**src/rtl/ecc_rf_pkg.sv**
```systemverilog
package ecc_rf_pkg;
  localparam int DATA_W = 32;
  localparam int PAR_W  = 6;
  localparam int CODE_W = DATA_W + PAR_W + 1;

  typedef enum logic [1:0] {
    ST_CLEAN = 2'b00,
    ST_FIXED = 2'b01,
    ST_FATAL = 2'b10
  } ecc_status_e;

  typedef struct packed {
    logic [DATA_W-1:0] data;
    ecc_status_e       status;
  } ecc_result_t;

  function automatic logic is_pow2(int p);
    return (p & (p - 1)) == 0;
  endfunction

  // Bit 0 is overall parity; bit p (p >= 1) is Hamming position p.
  function automatic logic [CODE_W-1:0] ecc_encode(logic [DATA_W-1:0] d);
    logic [CODE_W-1:0] c;
    int j;
    c = '0;
    j = 0;
    for (int p = 1; p < CODE_W; p++) begin
      if (!is_pow2(p)) begin
        c[p] = d[j];
        j++;
      end
    end
    for (int k = 0; k < PAR_W; k++) begin
      logic x;
      x = 1'b0;
      for (int p = 1; p < CODE_W; p++) begin
        if ((p & (1 << k)) != 0) x ^= c[p];
      end
      c[1 << k] = x;
    end
    c[0] = ^c[CODE_W-1:1];
    return c;
  endfunction

  function automatic ecc_result_t ecc_decode(logic [CODE_W-1:0] c);
    logic [PAR_W-1:0]  syn;
    logic              ovr;
    logic [CODE_W-1:0] fix;
    ecc_result_t       r;
    int j;
    syn = '0;
    for (int k = 0; k < PAR_W; k++) begin
      for (int p = 1; p < CODE_W; p++) begin
        if ((p & (1 << k)) != 0) syn[k] ^= c[p];
      end
    end
    ovr      = ^c;
    fix      = c;
    r.status = ST_CLEAN;
    if (ovr) begin
      if (int'(syn) < CODE_W) begin
        fix[syn] = ~fix[syn];
        r.status = ST_FIXED;
      end else begin
        r.status = ST_FATAL;
      end
    end else if (syn != '0) begin
      r.status = ST_FATAL;
    end
    r.data = '0;
    j = 0;
    for (int p = 1; p < CODE_W; p++) begin
      if (!is_pow2(p)) begin
        r.data[j] = fix[p];
        j++;
      end
    end
    return r;
  endfunction
endpackage

```
**src/rtl/ecc_rf_store.sv**
```systemverilog
module ecc_rf_store #(
  parameter int NREG   = 8,
  parameter int CODE_W = 39,
  localparam int SEL_W = $clog2(NREG)
) (
  input  logic              clk_i,
  input  logic              rst_ni,
  input  logic              we_i,
  input  logic [SEL_W-1:0]  sel_i,
  input  logic [CODE_W-1:0] wcode_i,
  output logic [CODE_W-1:0] rcode_o
);
  logic [CODE_W-1:0] mem_q [NREG];
  logic [CODE_W-1:0] mem_d [NREG];
  logic [NREG-1:0]   mem_en;

  always_comb begin
    for (int i = 0; i < NREG; i++) begin
      mem_en[i] = we_i && (int'(sel_i) == i);
      mem_d[i]  = wcode_i;
    end
  end

  always_ff @(posedge clk_i or negedge rst_ni) begin
    if (!rst_ni) begin
      for (int i = 0; i < NREG; i++) mem_q[i] <= '0;
    end else begin
      for (int i = 0; i < NREG; i++) begin
        if (mem_en[i]) mem_q[i] <= mem_d[i];
      end
    end
  end

  assign rcode_o = mem_q[sel_i];
endmodule

```
**src/rtl/ecc_rf_satcnt.sv**
```systemverilog
module ecc_rf_satcnt #(
  parameter int W = 32
) (
  input  logic         clk_i,
  input  logic         rst_ni,
  input  logic         inc_i,
  output logic [W-1:0] cnt_o
);
  logic [W-1:0] cnt_q;
  logic [W-1:0] cnt_d;
  logic         cnt_en;

  always_comb begin
    cnt_en = inc_i && !(&cnt_q);
    cnt_d  = cnt_q + W'(1);
  end

  always_ff @(posedge clk_i or negedge rst_ni) begin
    if (!rst_ni)     cnt_q <= '0;
    else if (cnt_en) cnt_q <= cnt_d;
  end

  assign cnt_o = cnt_q;
endmodule

```
**src/rtl/ecc_rf_busport.sv**
```systemverilog
module ecc_rf_busport #(
  parameter int BUS_W = 32,
  localparam int STRB_W = BUS_W / 8
) (
  input  logic              clk_i,
  input  logic              rst_ni,
  input  logic              valid_i,
  input  logic [STRB_W-1:0] strb_i,
  input  logic [BUS_W-1:0]  wdata_i,
  input  logic [BUS_W-1:0]  cnt_i,
  output logic              ack_o,
  output logic [BUS_W-1:0]  rdata_o
);
  logic             ack_q;
  logic             ack_d;
  logic [BUS_W-1:0] rdata_q;
  logic             take;
  logic             unused_wr;

  // The counter is read-only: strobes and write data are dropped.
  assign unused_wr = ^{strb_i, wdata_i};

  always_comb begin
    take  = valid_i && !ack_q;
    ack_d = take;
  end

  always_ff @(posedge clk_i or negedge rst_ni) begin
    if (!rst_ni) begin
      ack_q   <= 1'b0;
      rdata_q <= '0;
    end else begin
      ack_q <= ack_d;
      if (take) rdata_q <= cnt_i;
    end
  end

  assign ack_o   = ack_q;
  assign rdata_o = rdata_q;
endmodule

```
**src/rtl/ecc_rf_top.sv**
```systemverilog
module ecc_rf_top
  import ecc_rf_pkg::*;
#(
  parameter int NREG  = 8,
  parameter int CNT_W = 32,
  localparam int SEL_W = $clog2(NREG)
) (
  input  logic              clk_i,
  input  logic              rst_ni,
  input  logic [SEL_W-1:0]  reg_sel_i,
  input  logic              wr_en_i,
  input  logic              rd_en_i,
  input  logic [DATA_W-1:0] wr_data_i,
  output logic [DATA_W-1:0] rd_data_o,
  output logic [1:0]        rd_status_o,
  output logic [DATA_W-1:0] err_dbl_cnt_o,
  input  logic              bus_valid_i,
  input  logic [3:0]        bus_strb_i,
  input  logic [31:0]       bus_wdata_i,
  output logic              bus_ack_o,
  output logic [31:0]       bus_rdata_o
);
  logic [CODE_W-1:0] wcode;
  logic [CODE_W-1:0] rcode;
  ecc_result_t       dec;
  logic              rd_fire;
  logic [DATA_W-1:0] rd_data_q;
  ecc_status_e       rd_status_q;
  logic [CNT_W-1:0]  sgl_cnt;
  logic [CNT_W-1:0]  dbl_cnt;
  logic              sgl_inc;
  logic              dbl_inc;
  logic [31:0]       sgl_ext;

  assign wcode = ecc_encode(wr_data_i);

  ecc_rf_store #(.NREG(NREG), .CODE_W(CODE_W)) u_store (
    .clk_i   (clk_i),
    .rst_ni  (rst_ni),
    .we_i    (wr_en_i),
    .sel_i   (reg_sel_i),
    .wcode_i (wcode),
    .rcode_o (rcode)
  );

  always_comb begin
    dec     = ecc_decode(rcode);
    rd_fire = rd_en_i && !wr_en_i;
    sgl_inc = rd_fire && (dec.status == ST_FIXED);
    dbl_inc = rd_fire && (dec.status == ST_FATAL);
  end

  always_ff @(posedge clk_i or negedge rst_ni) begin
    if (!rst_ni) begin
      rd_data_q   <= '0;
      rd_status_q <= ST_CLEAN;
    end else if (rd_fire) begin
      rd_data_q   <= dec.data;
      rd_status_q <= dec.status;
    end
  end

  ecc_rf_satcnt #(.W(CNT_W)) u_sgl_cnt (
    .clk_i (clk_i), .rst_ni (rst_ni), .inc_i (sgl_inc), .cnt_o (sgl_cnt)
  );

  ecc_rf_satcnt #(.W(CNT_W)) u_dbl_cnt (
    .clk_i (clk_i), .rst_ni (rst_ni), .inc_i (dbl_inc), .cnt_o (dbl_cnt)
  );

  always_comb begin
    sgl_ext                  = '0;
    sgl_ext[CNT_W-1:0]       = sgl_cnt;
    err_dbl_cnt_o            = '0;
    err_dbl_cnt_o[CNT_W-1:0] = dbl_cnt;
  end

  ecc_rf_busport #(.BUS_W(32)) u_bus (
    .clk_i   (clk_i),
    .rst_ni  (rst_ni),
    .valid_i (bus_valid_i),
    .strb_i  (bus_strb_i),
    .wdata_i (bus_wdata_i),
    .cnt_i   (sgl_ext),
    .ack_o   (bus_ack_o),
    .rdata_o (bus_rdata_o)
  );

  assign rd_data_o   = rd_data_q;
  assign rd_status_o = rd_status_q;
endmodule

```
**config.mk**
```make
export PLATFORM = sky130hd
export DESIGN_NAME = ecc_rf_top
export DESIGN_NICKNAME = d
export VERILOG_FILES = /design/src/rtl/ecc_rf_pkg.sv /design/src/rtl/ecc_rf_store.sv /design/src/rtl/ecc_rf_satcnt.sv /design/src/rtl/ecc_rf_busport.sv /design/src/rtl/ecc_rf_top.sv
export SDC_FILE = /design/constraint.sdc
export NUM_CORES = 1
export LEC_CHECK = 0
export BUFFER_PORTS_ARGS = -buffer_cell sky130_fd_sc_hd__clkbuf_2
export CAP_MARGIN = 20
export CELL_PAD_IN_SITES_DETAIL_PLACEMENT = 1
export CELL_PAD_IN_SITES_GLOBAL_PLACEMENT = 2
export CORE_ASPECT_RATIO = 0.7
export CORE_MARGIN = 4
export CORE_UTILIZATION = 35
export DETAILED_ROUTE_END_ITERATION = 10
export PLACE_DENSITY_LB_ADDON = 0.1
export SLEW_MARGIN = 20
export SYNTH_ARGS = -nofsm -noshare
export SYNTH_HDL_FRONTEND = slang
export SYNTH_SLANG_ARGS = --single-unit
```
**constraint.sdc**
```tcl
create_clock -name clk_i -period 7.1 [get_ports clk_i]
set_input_delay 0 -clock clk_i [delete_from_list [all_inputs] [get_ports clk_i]]
set_output_delay 0 -clock clk_i [all_outputs]
set_load 0.02 [all_outputs]
```
==> flow_summary.json <==
{
  "status": "completed",
  "setup-tns-final_ns": 0,
  "num_io_pins": 175,
  "nets": 2354,
  "post-synth-top-area-cell": "dfrtp_1",
  "slew_headroom_pct": 33.2,
  "syn-cell-area_um2": 23000,
  "drive_gt1_share_pct": 22.5,
  "fin_ws_ns": 2.02,
  "skew_ns": 0.0224,
  "min_period_ns": 5.08,
  "drtIter0Drc": 1068,
  "clk_pin_slew_ns": 0.06,
  "grt-busiest-layer": "met2",
  "cts_buffer_depth": 3,
  "period_share_pct": 71.6,
  "crit_path_end": "u_dbl_cnt.cnt_o[27]",
  "grtUsageMet3_pct": 3.16,
  "grt_pass1_wl_um": 118000,
  "placed_cell_area_um2": 24500,
  "worstPathArrival_ns": 5.61,
  "start_util_pct": 35.4,
  "pre_cts_ws_ns": 1.52,
  "drc": 0,
  "via_per_inst": 5.30,
  "end_kind": "flop",
  "grt_util_met1_pct": 32.9,
  "ys_warn_count": 0,
  "hold_violations": 0,
  "cts_tree": "done",
  "reg2regPathDepth": 12,
  "grt_usage_pct": 22.1,
  "post_cts_buffers": 0,
  "rsz0062_at_grt": "false",
  "synthArstFlopShare_pct": 100,
  "ys_seq_area_share_pct": 48.2,
  "htree_levels": 2,
  "hpwl_um": 51200,
  "avgSynthCellArea_um2": 10.6,
  "slowest_delay_ns": 0.65,
  "worstPathRequired_ns": 7.63,
  "vias": 16900,
  "synthTopCellsByCount": "nand2_1 (529), dfrtp_1 (443), mux2_2 (177)",
  "overflow": 0,
  "cp_slowest_cell": "a21oi_2",
  "met2_usage_pct": 34.0,
  "fin_hold_ws_ns": 0.0128,
  "stdcell_count": 3194,
  "first_pass_iters": 5,
  "antenna_found_initial": 0,
  "worstPathCellList": "mux4_2 > xnor3_1 > mux2i_1 > xor2_1 > xnor3_1 > xnor3_1 > xnor3_1 > and2_1 > a21oi_2 > nand4_4 > nor4_1 > xor2_1",
  "maxCapViolations": 0,
  "syn_inst": 2163,
  "n_antenna_cell": 0,
  "grt_pass1_vias": 18100,
  "area_growth_pct": 14.9,
  "yosys_register_bits": 443,
  "drv_slew": 0,
  "p_total_mw": 12.2,
  "hp-class": "in -> async",
  "worst_slew_pin_slew_ns": 0.995,
  "coreArea_um2": 65000,
  "synth_ff_type": "dfrtp_1",
  "ant_nets": 0,
  "cpMostUsedCell": "xnor3_1",
  "reg2reg_slack_ns": 2.02,
  "final_area_um2": 26400,
  "crit_fanout": 15,
  "crit_start": "u_store.mem_q[224]",
  "yosysMostFrequentCell": "nand2_1",
  "gp_congestion": 0.816,
  "clock_latency_ns": 0.61,
  "cts_resized": 0,
  "die_h_um": 223,
  "p_leak_nw": 12.2,
  "cts.sinks": 443,
  "vdd_drop_max_v": 0.000539,
  "die_w_um": 315,
  "grt_max_degree": 160,
  "r2r-start": "u_store.mem_q[224]",
  "reg2reg_to": "u_dbl_cnt.cnt_o[27]",
  "ys_types": 75,
  "power.density_nw_per_um2": 460,
  "fin_util_pct": 40.7,
  "synth_top_area_share_pct": 48.2,
  "dp_cells": 3070,
  "synth-edff-count": 0,
  "die-area_um2": 70000,
  "routed_wl_um": 76900,
  "wire_per_inst_um": 24.1,
  "crit_path_start_kind": "flop",
  "fmaxAchievable_mhz": 197,
  "port_buffers": 138,
  "clock-root-buffer": "clkbuf_16",
  "setup_violations": 0,
  "numCtsBuffers": 48,
  "synth_area_leaders": "dfrtp_1 (48%), mux2_2 (8.7%), nand2_1 (8.6%), xnor2_1 (5.3%), mux4_2 (4.1%)",
  "ctsHoldBuffers": 36,
  "postSynthNetCount": 2241,
  "fp-row-count": 78,
  "crit_type": "reg -> reg"
}
## layout make-up
cell class                 instances  area (µm²)
sequential                       443       11100
tap                              880        1100
clock inverter                    17         171
clock buffer                      71        1420
fill                            7149       38600
inverter                          21        78.8
timing repair buffer             215        1430
multi-input combinational       1547       11200
## critical path: cells and delay by family, from the launching register on
kind,cells,cell delay (ns)
muxes,2,0.92
xor gates and xnor gates,6,1.80
AOI/OAI and AO/OA,1,0.65
DFF,1,0.41
and+or+nand+nor,3,1.20
## cell families after synthesis
group           synth area share, %
buf+inv                        3.67
xor+xnor                       10.1
fa+ha+maj                     0.109
mux                            16.8
flops                          48.2
compound gates                 6.88
simple gates                   14.2
## worst min path at each step
stage,from,to,slack [ns]
final,rst_ni,u_store.mem_q[273],0.01
after global routing,rst_ni,u_store.mem_q[273],0.09
after CTS,rst_ni,u_store.mem_q[273],0.03
after detailed placement,rst_ni,u_store.mem_q[273],0.09
after global placement,rst_ni,u_store.mem_q[273],0.09
after floorplan,rst_ni,rd_data_o[0],-0.30
## power by group
group	leakage [nW]	switching (mW)	total [mW]	internal, mW
registers	5.54	0.357	3.44	3.08
clock network	0.795	1.11	2.60	1.49
logic	5.91	4.04	6.13	2.09
total	12.2	5.50	12.2	6.66
## flip-flops by register name (all words and copies together) (netlist names)
signal and flops:
u_bus.rdata_o 32, u_store.mem_q 312, rd_status_o 2, u_bus.ack_o 1, u_dbl_cnt.cnt_o 32, rd_data_o 32
u_sgl_cnt.cnt_o 32
## placed cells by master, fill, tap and decap left out, types with 8 or more instances in the layout
| cell | n |
|---|---|
| buf_4 | 38 |
| a31oi_1 | 19 |
| nor4_1 | 11 |
| xnor3_1 | 13 |
| and3_1 | 16 |
| inv_1 | 18 |
| xnor2_1 | 140 |
| clkbuf_1 | 11 |
| mux2_2 | 177 |
| clkbuf_16 | 49 |
| nor2_1 | 55 |
| clkinv_2 | 11 |
| or3_1 | 8 |
| o21ai_0 | 79 |
| xor2_1 | 78 |
| mux2i_1 | 91 |
| a21oi_1 | 27 |
| o31ai_1 | 8 |
| clkbuf_8 | 11 |
| nand3_1 | 38 |
| nand4_1 | 16 |
| mux4_2 | 42 |
| nand2b_1 | 8 |
| nand2_1 | 525 |
| clkbuf_2 | 135 |
| dfrtp_1 | 443 |
| nor3_1 | 26 |
| a22oi_1 | 10 |
| nor3_2 | 15 |
| o22ai_1 | 22 |
| dlygate4sd3_1 | 36 |
## routing by layer
metal | wire (µm) | vias to the layer above
li1 | - | 7663
met3 | 3380 | 91
met4 | 1580 | 0
met1 | 37500 | 8880
met5 | 0 | -
met2 | 34400 | 304
Note: power is estimated with default switching activity, not from simulation.
